<file path="src/rtl/coef_prescale.sv">
module coef_prescale #(
  parameter int IN_W  = 12,
  parameter int OUT_W = 32,
  parameter int P1    = 18,
  parameter int P2    = 3
) (
  input  logic                    clk,
  input  logic                    rst_n,
  input  logic                    in_valid,
  input  logic [2:0]              in_row,
  input  logic [2:0]              in_col,
  input  logic signed [IN_W-1:0]  in_coef,
  output logic                    out_valid,
  output logic [2:0]              out_row,
  output logic [2:0]              out_col,
  output logic signed [OUT_W-1:0] out_coef
);
  localparam int PW = OUT_W + P2;
  localparam int TW = 32;
  localparam logic signed [OUT_W-1:0] BIAS = OUT_W'(64'd1 << (P1 - 1));

  function automatic real axis_w(int k);
    case (k)
      0, 4:    return 0.3535533906;
      1:       return 0.4499881115;
      2:       return 0.6532814824;
      3:       return 0.2548977895;
      5:       return 1.2814577239;
      6:       return 0.2705980501;
      default: return 0.3006724435;
    endcase
  endfunction

  function automatic int main_w(int i, int j);
    real s;
    s = axis_w(i) * axis_w(j) * real'(longint'(1) << P1);
    return $rtoi(s + 0.5);
  endfunction

  function automatic int resid_w(int i, int j);
    real s, r;
    int t;
    s = axis_w(i) * axis_w(j) * real'(longint'(1) << P1);
    r = (s - real'(main_w(i, j))) * real'(longint'(1) << P2) + 0.5;
    t = $rtoi(r);
    if (real'(t) > r) t = t - 1;
    return t;
  endfunction

  logic signed [TW-1:0] main_tab  [64];
  logic signed [TW-1:0] resid_tab [64];

  for (genvar k = 0; k < 64; k++) begin : g_tab
    localparam int MW = main_w(k / 8, k % 8);
    localparam int RW = resid_w(k / 8, k % 8);
    assign main_tab[k]  = TW'(MW);
    assign resid_tab[k] = TW'(RW);
  end

  logic [5:0]              idx;
  logic signed [OUT_W-1:0] main_p, resid_sh, dc_add, total;
  logic signed [PW-1:0]    resid_p;

  assign idx      = {in_row, in_col};
  assign main_p   = OUT_W'(in_coef) * OUT_W'(main_tab[idx]);
  assign resid_p  = PW'(in_coef) * PW'(resid_tab[idx]);
  assign resid_sh = OUT_W'(resid_p >>> P2);
  assign dc_add   = (idx == 6'd0) ? BIAS : '0;
  assign total    = main_p + resid_sh + dc_add;

  always_ff @(posedge clk or negedge rst_n) begin
    if (!rst_n) begin
      out_valid <= 1'b0;
      out_row   <= '0;
      out_col   <= '0;
      out_coef  <= '0;
    end else begin
      out_valid <= in_valid;
      if (in_valid) begin
        out_row  <= in_row;
        out_col  <= in_col;
        out_coef <= total;
      end
    end
  end
endmodule

</file>
<file path="config.mk">
export PLATFORM = sky130hd
export DESIGN_NAME = coef_prescale
export DESIGN_NICKNAME = d
export VERILOG_FILES = /design/src/rtl/coef_prescale.sv
export SDC_FILE = /design/constraint.sdc
export NUM_CORES = 1
export LEC_CHECK = 0
export BUFFER_PORTS_ARGS = -buffer_cell sky130_fd_sc_hd__buf_2
export CAP_MARGIN = 30
export CORE_ASPECT_RATIO = 1.5
export CORE_MARGIN = 2
export CORE_UTILIZATION = 55
export DETAILED_ROUTE_END_ITERATION = 6
export GPL_TIMING_DRIVEN = 0
export HOLD_SLACK_MARGIN = 0.03
export PLACE_DENSITY = 0.72
export SYNTH_ARGS = -nofsm -noshare
export SYNTH_HDL_FRONTEND = slang
export SYNTH_SLANG_ARGS = --single-unit
</file>
<file path="constraint.sdc">
create_clock -name clk -period 1.15 [get_ports clk]
set_clock_uncertainty 0.15 [all_clocks]
set_input_delay 0.0575 -clock clk [delete_from_list [all_inputs] [get_ports clk]]
set_output_delay 0.0575 -clock clk [all_outputs]
set_load 0.005 [all_outputs]
</file>
# Word-level counts from Yosys, hierarchy flattened
# Memory sizes are Yosys's and may differ from the RTL's.
# Cells that the tools add are included.
[word_totals]
reg_bits = 39
romBits = 4096
input_bits = 21
output_inout_bits = 39
wordCells = 18
n_memories = 2
[mem_list]
columns = ["name", "words", "width", "read_ports", "rd_ports_with_merged_regs", "write_ports", "line", "source"]
rows = [
  ["(name not given)", 64, 32, 1, 0, 0, "66", "assign resid_p = PW'(in_coef) * PW'(resid_tab[idx]);"],
  ["(name not given)", 64, 32, 1, 0, 0, "65", "assign main_p = OUT_W'(in_coef) * OUT_W'(main_tab[idx]);"],
]
[op_classes]
n_addsub = 2
multipliers = 2
order_cmp = 1
mux = 5
bitwise = 1
reduce_logical = 1
[op_table]
columns = ["cell", "count"]
rows = [
  ["$mux W32", 4],
  ["$mul A12 B32 Y35", 1],
  ["$add A32 B19 Y32", 1],
  ["$add A32 B32 Y32", 1],
  ["$mul A12 B32 Y32", 1],
  ["$mux W18", 1],
  ["$ge A7 B7 Y1 const B", 1],
  ["$not A6 Y7", 1],
  ["$logic_not A6 Y1", 1],
]

# Longest topological paths before layout
[depth]
depth_word = 7
ltp_mapped = 47
ltp_nobuf = 43

# Worst setup path after synthesis
# No wires, ideal clock.
[synth_timing]
path_kind = "input to register"
start = "input in_col[1]"
end = "register out_coef[30]"
setup_ps = 131
arrival_ps = 10301
t_required_ps = 869
path_slack_ps = -9432
cell_stages = 43
path_buffers = 4
path_cell_list = "buf_2 > inv_1 > ha_1 > nor2b_1 > a21oi_1 > nor3_1 > a21oi_1 > a21oi_2 > buf_2 > nand2_1 > fa_1 > inv_1 > fa_1 > inv_1 > fa_1 > inv_1 > fa_1 > fa_1 > [... 7 more ...] > inv_1 > fa_1 > inv_1 > fa_1 > fa_1 > inv_1 > fa_1 > inv_1 > fa_1 > inv_1 > ha_1 > buf_2 > a21oi_1 > o21ai_0 > or3_1 > o211ai_4 > nor3_1 > or3_1"
[synth_via]
elab_chain_cells = 7
elab_cells_between_ends = 13
classes_between = "2 x add/sub; 2 x mul; 5 x mux; 1 x bitwise; 1 x reduce/logical; 2 x memory"
[synth_rtl]
columns = ["element", "line", "source"]
rows = [
  ["from (decl)", "11", "input logic [2:0] in_col,"],
  ["$not A6 Y7 (not written as such)", "65, 66", ""],
  ["$mem_v2 Z64 W32 (on tied branches)", "--", ""],
  ["$mux W32 (on tied branches) (2 in series)", "65, 66", ""],
  ["$mul A12 B32 Y32 or $mul A12 B32 Y35 (tied branches)", "65, 66", ""],
  ["$add A32 B32 Y32", "69", "assign total = main_p + resid_sh + dc_add;"],
  ["$add A32 B19 Y32 (*)", "69", ""],
  ["to (signal assigned)", "82", "out_coef <= total;"],
  ["to (decl)", "16", "output logic signed [OUT_W-1:0] out_coef"],
]
# Every way passes the cells marked *; elsewhere a longest branch is shown, timed or not. The select of a mux whose other input is x is not followed.
# A chain may end at the register's enable or synchronous reset.

# Worst setup path in the final report
[layout_timing]
start = "input in_col[0]"
end = "register out_coef[21]"
# The elaborated chain is that of the path after synthesis.

==> results.md <==
* Outcome: finished, violations left
* Failing checks: hold timing, setup timing
* Post-synth cell types at 82
* Async S/R FF share, synth at 1.00
* HP Class: input port to asynchronous set/reset pin
* Vias in the first global route at around 14000
* Most common cell in the netlist: inv_1
* Total gr overflow at 0
* Flops & latches, synth at 39
* Chip height at 205 um
* Critical Path Start Type: input port
* Crit path top cell by count: fa_1
* CP max FO at 7
* Critical Path RT at 1.18 ns
* Sink Count at 39
* Yosys top cell area share at 0.354
* Largest stage delay, worst path at approximately 0.60 ns
* Max clock buf depth at 2
* Fill cells at 2088
* Fin nets at 2281
* Main synth FF type: dfrtp_1
* Hold_buf cts at 1
* Fmax at around 100 MHz
* RSZ-0062 raised after global routing: yes
* Critical Path AT at 10.03 ns
* Largest net degree at the start of global routing at 40
* # diodes at 0
* DRT iter0 DRCs at 1077
* Syn_nets at 2143
* Initial antenna violation count at 0
* Clk slew on worst S/H paths at 0.07 ns
* Post-synth top cells: inv_1, fa_1, nand2_1
* Port bufs at 58
* TritonCTS buffer count at 5
* Multi-input logic area at 0.0137 mm2
* Largest area contributor in the netlist: fa_1
* Synth Cell Area at ~0.015 mm2
* CTS tree: built
* Wire per inst at around 23 um
* R2R Setup Slk at -0.03 ns
* RePlAce Congestion at 1.03
* Fin crit period at 10.0 ns
* Post-Syn Area per Cell at 8.60 um2
* Type of the worst setup path: input port to flop
* Final hold vios at 39
* Final-report setup violation count at 32
* Antenna Nets Post-Route at 0
* Total track usage at 0.369
* Clock Latency Late Sink at ~0.30 ns
* Gate Count Post-Synth at ~1700
* Die Span X at between 100 and 150 um
* Max_slew headroom at 0.401
* DRC viols at 0
* Final Max Tran Viols at 0
* Area delta synth->final at 22.6%
* Num ports at 60
* Std cell rows at 73
* Total of warnings raised by yosys at 0
* Via count at 13233
* Register area at 976 um2
* Layout cells sized above 1 at 0.266
* Post-synth EDFFs at 0
* PnR worst setup slack at -8.85 ns
* Crit path capture type: flop
* Clock Tree Root: clkbuf_16
* Fin crit share at 8.70
* Synth top area cells: fa_1, ha_1, inv_1
* Register area share after synthesis at 0.0660
* First-pass GRT wire length at between 70 and 80 mm
* Initial Util at 0.558
* Die ar. at 0.0282 mm2
* Least-Margin Pin Slew at 0.891 ns
* Hold_ws at -0.285 ns
* DP Wirelength at just under 40 mm
* # H-tree levels at 2
* Detailed Route WL at 50.5 mm
* TritonRoute pass-1 iters at 6
* CP max-delay cell: fa_2
* Max-cap viol count at 0
* Total core area at 0.0265 mm2
* Vias per cell at between 6 and 7
==> state kept, by name, summed over array words and instances, names as in the netlist <==
register   flops
out_col        3
out_coef      32
out_row        3
out_valid      1
==> worst max-delay path: cells and delay by family <==
| kind | cells | cell delay [ns] |
|---|---|---|
| simple gates | 4 | 0.72 |
| fa+ha+maj | 14 | 5.70 |
| compound gates | 8 | 1.28 |
| xor+xnor | 1 | 0.11 |
| buf+inv | 14 | 1.39 |
| mux | 2 | 0.74 |
==> layout make-up <==
cell class / instances / share of cell area
multi-input combinational: 1251 / 0.755
inverter: 327 / 0.0693
timing repair buffer: 138 / 0.0553
sequential: 39 / 0.0539
buffer: 94 / 0.0336
tap: 337 / 0.0233
clock buffer: 6 / 0.00767
clock inverter: 2 / 0.00214
==> what timing repair did <==
item,in CTS,in global routing
pin swaps,104,47
hold endpoints to repair,41,39
cloned,1,0
buffers inserted,51,27
endpoints found under the setup margin,34,33
resized for setup,238,63
==> logic make-up (layout without fill, tap and decap cells) <==
kind of cell             Yosys count  after routing  share of synthesized area
AO/OA/AOI/OAI                    292            292                      0.133
multiplexers                      32             32                     0.0277
adder cells (fa/ha/maj)          404            404                      0.475
AND/OR/NAND/NOR                  498            498                      0.164
XOR/XNOR                          25             25                     0.0157
buffers and inverters            428            567                      0.118
flip-flops                        39             39                     0.0660
==> layout by cell type, fill, tap and decap left out, types with 7 or more instances in the layout <==
cell type and n:
inv_1 286, fa_1 240, nand2_1 201, ha_1 83, and2_1 82, buf_2 81
buf_4 71, nor2_1 54, a21oi_1 54, ha_4 54, o21ai_0 43, dfrtp_1 39
inv_2 34, clkbuf_1 32, buf_6 27, nand2b_1 26, fa_2 21, a21oi_2 20
o211ai_1 15, mux2_2 15, nor2b_1 15, o21a_1 13, a21o_1 13, a21oi_4 12
nand3_1 12, nand2_2 11, nor3_1 11, a211oi_1 10, or3_1 10, a31oi_1 10
xnor2_1 9, nand2_4 7, o21ai_1 7
==> path summary, 6_finish.rpt <==
check	from	depth (start not counted)	to
max	in_col[0]	43	out_coef[21]
min	rst_n	1	out_coef[29]
max reg2reg	out_coef[31]	2	out_coef[31]
min reg2reg	out_coef[9]	1	out_coef[9]
max in group asynchronous	rst_n	1	out_col[1]
min in group clk	in_col[0]	3	out_col[0]
==> layer usage <==
metal	routed length, um	vias up	global-route usage
met5	0	-	0
met4	4100	0	0.261
met3	3240	241	0.0490
met2	25300	607	0.629
met1	17900	6627	0.419
li1	-	5758	-
==> metrics by stage <==
step / TNS, ns / instance area (um2) / worst slack [ns] / cells / utilization
floorplan: -236.25 / 15200 / -8.70 / 1718 / -
global placement: -288.62 / 16000 / -10.43 / 2113 / 0.603
CTS: -238.96 / 17600 / -8.67 / 2167 / 0.666
detailed placement: -289.59 / 16000 / -10.53 / 2113 / 0.603
global route: -252.82 / 18100 / -9.11 / 2194 / 0.684
finish: -245.56 / 18100 / -8.85 / 2194 / 0.684
Power is not shown: default switching activity piles up to over one toggle a cycle in this logic, so the estimate is an artifact.
